<file path="config.mk">
export PLATFORM = sky130hd
export DESIGN_NAME = cache_req_responder
export DESIGN_NICKNAME = d
export VERILOG_FILES = /design/src/rtl/crr_pkg.sv /design/src/rtl/crr_req_check.sv /design/src/rtl/crr_occupancy.sv /design/src/rtl/crr_wr_seq.sv /design/src/rtl/cache_req_responder.sv
export SDC_FILE = /design/constraint.sdc
export NUM_CORES = 1
export LEC_CHECK = 0
export BUFFER_PORTS_ARGS = -buffer_cell sky130_fd_sc_hd__buf_4
export CAP_MARGIN = 20
export CORE_MARGIN = 2
export CORE_UTILIZATION = 50
export DETAILED_ROUTE_END_ITERATION = 16
export PLACE_DENSITY = 0.72
export SYNTH_ARGS = -nofsm -noshare
export SYNTH_HDL_FRONTEND = slang
export SYNTH_HIERARCHICAL = 1
export SYNTH_SLANG_ARGS = --single-unit
</file>
<file path="constraint.sdc">
create_clock -name clk -period 3.18 [get_ports clk]
set_input_delay 0.318 -clock clk [delete_from_list [all_inputs] [get_ports clk]]
set_output_delay 0.318 -clock clk [all_outputs]
set_load 0.05 [all_outputs]
</file>
<file path="src/rtl/crr_pkg.sv">
package crr_pkg;

   typedef enum logic [1:0] {
      SQ_IDLE  = 2'd0,
      SQ_WAIT  = 2'd1,
      SQ_GAP   = 2'd2,
      SQ_VALID = 2'd3
   } seq_state_e;

   function automatic int clamp_int(input int v, input int lo, input int hi);
      if (v < lo) return lo;
      if (v > hi) return hi;
      return v;
   endfunction

   function automatic int max3(input int a, input int b, input int c);
      int m;
      m = (a > b) ? a : b;
      return (m > c) ? m : c;
   endfunction

endpackage

</file>
<file path="src/rtl/crr_req_check.sv">
module crr_req_check (
   input  logic rd,
   input  logic dummy,
   input  logic wr,
   input  logic full,
   output logic enq,
   output logic wr_acc,
   output logic dummy_ok,
   output logic viol
);
   logic conflict;
   logic any_rd;

   always_comb begin
      conflict = (rd & dummy) | (rd & wr) | (dummy & wr);
      any_rd   = rd | dummy;
      viol     = conflict | (full & any_rd);
      wr_acc   = wr & ~conflict;
      dummy_ok = dummy & ~conflict & ~full;
      enq      = ~conflict & ~full & (any_rd | wr);
   end
endmodule

</file>
<file path="src/rtl/crr_occupancy.sv">
module crr_occupancy #(
   parameter int DEPTH = 8,
   localparam int CW = $clog2(DEPTH + 1)
) (
   input  logic          clk,
   input  logic          rst,
   input  logic          enq,
   input  logic          deq,
   output logic [CW-1:0] count,
   output logic          full
);
   logic [CW-1:0] count_q;
   logic          dec;

   assign dec   = deq && (count_q != '0);
   assign full  = (count_q == CW'(DEPTH));
   assign count = count_q;

   always_ff @(posedge clk) begin
      if (rst)               count_q <= '0;
      else if (enq && !dec)  count_q <= count_q + 1'b1;
      else if (!enq && dec)  count_q <= count_q - 1'b1;
   end
endmodule

</file>
<file path="src/rtl/crr_wr_seq.sv">
module crr_wr_seq
   import crr_pkg::*;
#(
   parameter int ACK_MIN = 1,
   parameter int ACK_MAX = 50,
   parameter int GAP_MIN = 5,
   parameter int GAP_MAX = 7,
   parameter int VLD_LEN = 8,
   parameter int PEND_W  = 4,
   localparam int ACK_W  = $clog2(ACK_MAX + 1),
   localparam int GAP_W  = $clog2(GAP_MAX + 1),
   localparam int SEQ_MX = max3(ACK_MAX, GAP_MAX, VLD_LEN),
   localparam int CNT_W  = $clog2(SEQ_MX + 1)
) (
   input  logic             clk,
   input  logic             rst,
   input  logic             wr_acc,
   input  logic [ACK_W-1:0] ack_cfg,
   input  logic [GAP_W-1:0] gap_cfg,
   output logic             wr_ack,
   output logic             wr_data_vld
);
   seq_state_e        st_q;
   logic [CNT_W-1:0]  cnt_q;
   logic [PEND_W-1:0] pend_q;
   logic [CNT_W-1:0]  ack_ld;
   logic [CNT_W-1:0]  gap_ld;
   logic              last_vld;
   logic              start;
   logic              pend_full;

   assign ack_ld    = CNT_W'(clamp_int(int'(ack_cfg), ACK_MIN, ACK_MAX) - 1);
   assign gap_ld    = CNT_W'(clamp_int(int'(gap_cfg), GAP_MIN, GAP_MAX) - 1);
   assign last_vld  = (st_q == SQ_VALID) && (cnt_q == '0);
   assign start     = (wr_acc || (pend_q != '0)) && ((st_q == SQ_IDLE) || last_vld);
   assign pend_full = &pend_q;

   assign wr_ack      = (st_q == SQ_WAIT) && (cnt_q == '0);
   assign wr_data_vld = (st_q == SQ_VALID);

   always_ff @(posedge clk) begin
      if (rst) begin
         pend_q <= '0;
      end else if (wr_acc && !start && !pend_full) begin
         pend_q <= pend_q + 1'b1;
      end else if (!wr_acc && start) begin
         pend_q <= pend_q - 1'b1;
      end
   end

   always_ff @(posedge clk) begin
      if (rst) begin
         st_q  <= SQ_IDLE;
         cnt_q <= '0;
      end else begin
         case (st_q)
            SQ_IDLE: begin
               if (start) begin
                  st_q  <= SQ_WAIT;
                  cnt_q <= ack_ld;
               end
            end
            SQ_WAIT: begin
               if (cnt_q == '0) begin
                  st_q  <= SQ_GAP;
                  cnt_q <= gap_ld;
               end else begin
                  cnt_q <= cnt_q - 1'b1;
               end
            end
            SQ_GAP: begin
               if (cnt_q == '0) begin
                  st_q  <= SQ_VALID;
                  cnt_q <= CNT_W'(VLD_LEN - 1);
               end else begin
                  cnt_q <= cnt_q - 1'b1;
               end
            end
            default: begin
               if (cnt_q != '0) begin
                  cnt_q <= cnt_q - 1'b1;
               end else if (start) begin
                  st_q  <= SQ_WAIT;
                  cnt_q <= ack_ld;
               end else begin
                  st_q  <= SQ_IDLE;
               end
            end
         endcase
      end
   end
endmodule

</file>
<file path="src/rtl/cache_req_responder.sv">
module cache_req_responder #(
   parameter int DEPTH   = 8,
   parameter int ACK_MIN = 1,
   parameter int ACK_MAX = 50,
   parameter int GAP_MIN = 5,
   parameter int GAP_MAX = 7,
   parameter int VLD_LEN = 8,
   parameter int PEND_W  = 4,
   localparam int ACK_W  = $clog2(ACK_MAX + 1),
   localparam int GAP_W  = $clog2(GAP_MAX + 1),
   localparam int QC_W   = $clog2(DEPTH + 1)
) (
   input  logic             clk,
   input  logic             rst,
   input  logic             rd_req,
   input  logic             dummy_rd_req,
   input  logic             wr_req,
   input  logic             deq,
   input  logic [ACK_W-1:0] ack_cfg,
   input  logic [GAP_W-1:0] gap_cfg,
   output logic [QC_W-1:0]  q_count,
   output logic             q_full,
   output logic             dummy_ack,
   output logic             wr_ack,
   output logic             wr_data_vld,
   output logic             proto_err
);
   if (DEPTH < 2) begin : g_bad_depth
      $error("cache_req_responder: DEPTH must be at least 2");
   end
   if (ACK_MIN < 1 || ACK_MAX < ACK_MIN) begin : g_bad_ack
      $error("cache_req_responder: acknowledge delay range is invalid");
   end
   if (GAP_MIN < 1 || GAP_MAX < GAP_MIN) begin : g_bad_gap
      $error("cache_req_responder: gap range is invalid");
   end
   if (VLD_LEN < 1 || PEND_W < 1) begin : g_bad_len
      $error("cache_req_responder: VLD_LEN and PEND_W must be positive");
   end

   logic enq, wr_acc, dummy_ok, viol;
   logic err_q, dack_q;

   crr_req_check u_check (
      .rd       (rd_req),
      .dummy    (dummy_rd_req),
      .wr       (wr_req),
      .full     (q_full),
      .enq      (enq),
      .wr_acc   (wr_acc),
      .dummy_ok (dummy_ok),
      .viol     (viol)
   );

   crr_occupancy #(.DEPTH(DEPTH)) u_occ (
      .clk   (clk),
      .rst   (rst),
      .enq   (enq),
      .deq   (deq),
      .count (q_count),
      .full  (q_full)
   );

   crr_wr_seq #(
      .ACK_MIN (ACK_MIN),
      .ACK_MAX (ACK_MAX),
      .GAP_MIN (GAP_MIN),
      .GAP_MAX (GAP_MAX),
      .VLD_LEN (VLD_LEN),
      .PEND_W  (PEND_W)
   ) u_seq (
      .clk         (clk),
      .rst         (rst),
      .wr_acc      (wr_acc),
      .ack_cfg     (ack_cfg),
      .gap_cfg     (gap_cfg),
      .wr_ack      (wr_ack),
      .wr_data_vld (wr_data_vld)
   );

   always_ff @(posedge clk) begin
      if (rst) begin
         err_q  <= 1'b0;
         dack_q <= 1'b0;
      end else begin
         err_q  <= err_q | viol;
         dack_q <= dummy_ok;
      end
   end

   assign proto_err = err_q;
   assign dummy_ack = dack_q;
endmodule

</file>
== After elaboration in Yosys (flattened, before gate mapping) ==
Cells that the tools add are included.

* Muxes and demuxes: 25
* Eq/ne operators: 8
* Order comparisons: 3
* Add/subtract/negate cells: 7
* Bitwise gates (word level): 17
* Reduce and logical (&&, ||, !) cells: 25

{| class="wikitable"
|+ Operators with widths
! kind !! number
|-
| $mux 6 || 7
|-
| $pmux 6 s3 || 1
|-
| $mux 4 || 4
|-
| $and 1x1->1 || 9
|-
| $logic_and 1x1->1 || 9
|-
| $add 4x1->4 const B || 2
|-
| $mux 2 || 4
|-
| $reduce_and 4->1 || 2
|-
| $reduce_bool 4->1 || 2
|-
| $sub 4x1->4 const B || 2
|-
| $gt 6x6->1 const B || 1
|-
| $logic_not 6->1 || 1
|-
| $lt 6x1->1 const B || 1
|-
| $mux 1 || 6
|-
| $mux 3 || 2
|-
| $ne 2x1->1 const B || 3
|-
| $or 1x1->1 || 6
|-
| $pmux 2 s3 || 1
|-
| $reduce_bool 6->1 || 1
|-
| $sub 6x1->6 const B || 1
|-
| $sub 6x2->6 const B || 1
|-
| $logic_not 1->1 || 5
|-
| $eq 2x2->1 const B || 2
|-
| $eq 4x4->1 const B || 1
|-
| 8 further kinds || 11
|}

* Input port bits: 15
* Flip-flop bits (word level): 18
* Logic and storage cells: 91
* Output and inout port bits: 9

== Longest topological paths before layout ==
* Depth in word-level cells: 11
* Gate-level depth with buffers: 11
* Mapped depth without buffers: 11

== Modules after synthesis ==
The synthesis kept the hierarchy.

{| class="wikitable"
|+ By module, submodules not included
! module !! cells an instance !! seq. area each (µm²) !! times used !! area an instance (µm²)
|-
| crr_wr_seq || 141 || 240.2 || 1 || 1146.1
|-
| crr_occupancy || 28 || 80.1 || 1 || 259.0
|-
| crr_req_check || 9 || 0.0 || 1 || 62.6
|-
| cache_req_responder || 4 || 40.0 || 1 || 56.3
|}

== Least setup slack after synthesis ==
No wires, ideal clock.

* Path type: register -> register
* Start point: register u_occ.count_q[3] (netlist: u_occ/count[3])
* End point: register u_occ.count_q[3] (netlist: u_occ/count[3])
* Cell stages (with the launch flop): 10
* Buffers on the path: 0
* Path slack: -0.958 ns
* Setup time: 0.123 ns
* Required time: 3.057 ns
* Period minus slack after synthesis: 4.138 ns
* Arrival: 4.015 ns
* Cells stage by stage: dfxtp_1 -> nor4b_1 -> a211oi_2 -> ha_1 -> inv_1 -> ha_1 -> a21oi_1 -> a211oi_1 -> a31oi_1 -> mux2_1

* Cells in the longest elaborated chain, start to end: 7
* Elaborated cells between the ends (all ways): 15
* Classes of those cells: add/sub (2); eq/ne (1); mux (2); bitwise (3); reduce/logical (7)

{| class="wikitable"
|+ RTL lines
! what !! RTL line !! RTL
|-
| from (decl) || crr_occupancy.sv:12 || <nowiki>logic [CW-1:0] count_q;</nowiki>
|-
| from (signal assigned) || crr_occupancy.sv:21 || <nowiki>else if (enq && !dec) count_q <= count_q + 1'b1;</nowiki>
|-
| from (signal assigned) || crr_occupancy.sv:22 || <nowiki>else if (!enq && dec) count_q <= count_q - 1'b1;</nowiki>
|-
| $eq 4x4->1 (*) || crr_occupancy.sv:16 || <nowiki>assign full = (count_q == CW'(DEPTH));</nowiki>
|-
| via q_full || cache_req_responder.sv:22 || <nowiki>output logic q_full,</nowiki>
|-
| $not 1->1 (*) || crr_req_check.sv:20 || <nowiki>enq = ~conflict & ~full & (any_rd | wr);</nowiki>
|-
| $and 1x1->1 (*) (2 in series) || crr_req_check.sv:20 ||
|-
| via enq || cache_req_responder.sv:41 || <nowiki>logic enq, wr_acc, dummy_ok, viol;</nowiki>
|-
| $logic_not 1->1 || crr_occupancy.sv:22 ||
|-
| $logic_and 1x1->1 || crr_occupancy.sv:22 ||
|-
| $reduce_bool 2->1 (no source line) || -- ||
|}

Mark *: on every way through the listed nets, which the timed path passes. The rest lies on a longest branch. The select of a mux whose other input is x is not followed.
A chain may end at the register's enable or synchronous reset.

== Worst setup path in the final report ==
* Start point: register u_seq.cnt_q[0]
* End point: register u_seq.pend_q[3]

* Cells in the longest elaborated chain, start to end: 8
* Elaborated cells between the ends (all ways): 10
* Classes of those cells: mux (1); reduce/logical (9)

{| class="wikitable"
|+ RTL lines
! what !! RTL line !! RTL
|-
| from (decl) || crr_wr_seq.sv:24 || <nowiki>logic [CNT_W-1:0] cnt_q;</nowiki>
|-
| from (signal assigned) || crr_wr_seq.sv:60 || <nowiki>cnt_q <= ack_ld;</nowiki>
|-
| from (signal assigned) || crr_wr_seq.sv:66 || <nowiki>cnt_q <= gap_ld;</nowiki>
|-
| from (signal assigned) || crr_wr_seq.sv:68 || <nowiki>cnt_q <= cnt_q - 1'b1;</nowiki>
|-
| $logic_not 6->1 (*) || crr_wr_seq.sv:34 || <nowiki>assign last_vld = (st_q == SQ_VALID) && (cnt_q == '0);</nowiki>
|-
| $logic_and 1x1->1 (*) || crr_wr_seq.sv:34 ||
|-
| $logic_or 1x1->1 (*) || crr_wr_seq.sv:35 || <nowiki>assign start = (wr_acc || (pend_q != '0)) && ((st_q == SQ_IDLE) || last_vld);</nowiki>
|-
| $logic_and 1x1->1 (*) || crr_wr_seq.sv:35 ||
|-
| $logic_not 1->1 || crr_wr_seq.sv:44 || <nowiki>end else if (wr_acc && !start && !pend_full) begin</nowiki>
|-
| $logic_and 1x1->1 (2 in series) || crr_wr_seq.sv:44 ||
|-
| $mux 4 or $reduce_bool 2->1 (tied branches) || -- ||
|-
| to (signal assigned) || crr_wr_seq.sv:45 || <nowiki>pend_q <= pend_q + 1'b1;</nowiki>
|-
| to (signal assigned) || crr_wr_seq.sv:47 || <nowiki>pend_q <= pend_q - 1'b1;</nowiki>
|-
| to (decl) || crr_wr_seq.sv:25 || <nowiki>logic [PEND_W-1:0] pend_q;</nowiki>
|}

Every way passes the cells marked *; elsewhere a longest branch is shown, timed or not.

==> results_dict.tcl <==
set metrics [dict create \
    status "finished clean" \
    setup_violations 0 \
    cts_tree "yes" \
    clockRootBuffer "sky130_fd_sc_hd__clkbuf_4" \
    length_of_the_first_detailed_routing_pass_in_iterations 4 \
    synthesis.yosys.warnings 6 \
    via_density_per_instance 6.042 \
    pwr_density_nw_per_um2 1090 \
    ant_nets 0 \
    cts.reportedPaths.clkPinSlew_ps 110 \
    maxCapViolations 0 \
    post-route-worst-setup-slack_ps 208.2 \
    cts_resized 0 \
    worst_skew_pair.late_latency_ps 300 \
    worst_setup_path_end_kind "register" \
    hold_buffers 0 \
    first_global_vias 1336 \
    gr-total-overflow 0 \
    synth_top_cells_by_area "sky130_fd_sc_hd__dfxtp_1 24%, sky130_fd_sc_hd__ha_1 11%, sky130_fd_sc_hd__nor2_1 4.9%" \
    yosys_most_used_dff "sky130_fd_sc_hd__dfxtp_1" \
    antenna_found_initial 0 \
    worstPathArrival_ps 3200 \
    final.period_utilization_pct 93.45 \
    rsz0062_at_grt "no" \
    dpl_worst_slack_ps 281.5 \
    setup-tns-final_ps 0 \
    place_hpwl_um 2535 \
    route.detailed.wl_per_inst_um 14.04 \
    count_of_flip_flops_with_a_built_in_enable_after_synthesis 0 \
    finalWeightedCongestion 0.9225 \
    route.vias.total 1444 \
    most_area_hungry_cell_type_in_the_yosys_netlist "sky130_fd_sc_hd__dfxtp_1" \
    worst_setup_path_start_kind "register" \
    p_seq_share_pct 23.9 \
    yosys.area.top_type_share_pct 23.65 \
    cts_made_buffers 3 \
    synth-seq-area-share_pct 23.65 \
    dr.first_iter.drc_count 66 \
    global_route_wire_length_before_repair_um 5699 \
    synthTopCellsByCount "20 x sky130_fd_sc_hd__nor2_1, 18 x sky130_fd_sc_hd__dfxtp_1, 13 x sky130_fd_sc_hd__ha_1, 11 x sky130_fd_sc_hd__a21oi_1, 10 x sky130_fd_sc_hd__inv_1" \
    post-cts-setup-buffer-count 0 \
    floorplan.io_pins 24 \
    average_cell_area_after_synthesis_um2 8.373 \
    cells_along_the_critical_path "inv_1 > ha_1 > and2b_1 > a31oi_4 > nand2_1 > ha_1 > a21o_1 > a21o_1 > or4_4 > and3b_1 > nor3_2" \
    num_rows 20 \
    fp.dieArea_um2 3505 \
    delay_heaviest_family_cp "simple AND/OR/NAND/NOR gates" \
    p_clk_share_pct 7.3 \
    dr_drc_count 0 \
    netlist-cell-type-count 56 \
    portBuffers 23 \
    maxSlewViolCount 0 \
    power_switching_share_pct 50.11 \
    synth-seq-cells 18 \
    critical_path_buf_inv_count 1 \
    timing.critical_path.slowest_stage_cell "sky130_fd_sc_hd__or4_4" \
    tritoncts_num_sinks 18 \
    syn-cell-area_um2 1524 \
    antenna_cells 0 \
    power.leakage_nw 0.7884 \
    net_count_of_the_mapped_netlist 212 \
    number_of_cells_produced_by_synthesis 182 \
    ctsLongestPathBuffers 2 \
    finalWorstPathRequiredPeriod_ps 2972 \
    drive_above_1_share_pct 17.48 \
    required_worst_endpoint_ps 3410 \
    ir_worst_vdd_uv 690.2 \
    maxClockFrequency_mhz 336.5 \
    worst-path-max-fanout 7 \
    async_flop_share_pct 0 \
    initial_core_util_pct 51.18 \
    hold_ws_ps 346.0 \
    floorplan.core_area_um2 2978 \
    power.switching_uw 971.1 \
    design_power_total_mw 1.938 \
    drt-total-wl_um 3356 \
    critPathMaxStageDelay_ps 420 \
    internal_power_uw 966.9 \
    grt.total_usage_pct 20.92 \
    area.growth.synth_to_final_pct 16.67 \
    path_class "register to register" \
    design.final.nets 237 \
    combinationalPowerShare_pct 68.7 \
    floorplan.die.width_um 59.21 \
    fp.dieH_um 59.21 \
    clock_skew_ps 6.787 \
    pin_count_of_the_biggest_net_entering_global_routing 22 \
    yosysMostFrequentCell "sky130_fd_sc_hd__nor2_1" \
    timing_hold_violations_final 0 \
    clock_tree.htree_level_count 1 \
    holdCritPathClass "primary input to register" \
]
[worst paths after layout]
path | from | slack [ps] | end | depth (start not counted)
worst min register to register | proto_err$_SDFF_PP0_ | 480 | proto_err$_SDFF_PP0_ | 1
worst max register to register | u_seq/cnt_q[0]$_SDFF_PP0_ | 210 | u_seq/pend_q[3]$_SDFFE_PP0P_ | 11
worst min-delay path | rst | 350 | u_occ/count[0]$_SDFFE_PP0P_ | 2
worst max-delay path | u_seq/cnt_q[0]$_SDFF_PP0_ | 210 | u_seq/pend_q[3]$_SDFFE_PP0P_ | 11
[power by group through the flow]
| stage | combinational [mW] | clock [mW] | sequential (mW) |
|---|---|---|---|
| after floorplan | 0.968 | 0 | 0.531 |
| after global placement | 1.28 | 0 | 0.456 |
| after detailed placement | 1.31 | 0 | 0.465 |
| after CTS | 1.32 | 0.148 | 0.462 |
| after global routing | 1.48 | 0.157 | 0.481 |
| final | 1.33 | 0.142 | 0.464 |
[flip-flops by register name, summed over array words and instances, names as in the netlist]
name and count:
u_seq/st_q 2, u_occ/count 4, dummy_ack 1, u_seq/pend_q 4, u_seq/cnt_q 6, proto_err 1
[final cells by class]
cell class	count	area, um2
clock buffers	4	36.28
well taps	33	41.29
inverters	10	37.54
fillers	262	1200
flip-flops and latches	18	360.3
multi-input cells	151	1130
repair buffers	23	172.7
[placed cells by master (no fill, tap or decap), types with 3 or more instances in the layout]
master                     Yosys  layout
sky130_fd_sc_hd__clkbuf_4      0       3
sky130_fd_sc_hd__inv_1        10      10
sky130_fd_sc_hd__xnor2_1       3       3
sky130_fd_sc_hd__nor3_1        5       5
sky130_fd_sc_hd__o32ai_1       3       3
sky130_fd_sc_hd__dfxtp_1      18      18
sky130_fd_sc_hd__a21o_1        4       4
sky130_fd_sc_hd__o21ai_0       6       6
sky130_fd_sc_hd__a21boi_0      3       3
sky130_fd_sc_hd__xor2_1        6       6
sky130_fd_sc_hd__nor2_1       20      20
sky130_fd_sc_hd__o21bai_1      3       3
sky130_fd_sc_hd__nand3_1       5       5
sky130_fd_sc_hd__a21oi_1      11      11
sky130_fd_sc_hd__buf_4         0      23
sky130_fd_sc_hd__mux2i_1       7       7
sky130_fd_sc_hd__ha_1         13      13
sky130_fd_sc_hd__nand2_1       9       9
[cell families after synthesis]
family	synth area share, %
AO/OA/AOI/OAI	27.18
XOR/XNOR	5.173
adder cells (fa/ha/maj)	13.30
buffers and inverters	3.202
flip-flops	23.65
multiplexers	5.337
other	0.2461
AND/OR/NAND/NOR	21.92
[stage by stage]
stage / utilization (%) / instances / instance area, um2
finish: 59.71 / 239 / 1778
global route: 59.71 / 239 / 1778
CTS: 59.71 / 239 / 1778
detailed placement: 58.49 / 235 / 1742
global placement: 58.49 / 235 / 1742
floorplan: - / 182 / 1539
[layer usage]
layer | vias up | routed length (um) | GRT usage (%)
li1 | 718 | - | -
met1 | 671 | 1485 | 27.22
met2 | 49 | 1621 | 35.64
met3 | 6 | 204 | 1.965
met4 | 0 | 45 | 7.792
met5 | - | 0 | 0
Note: power is estimated with default switching activity, not from simulation.
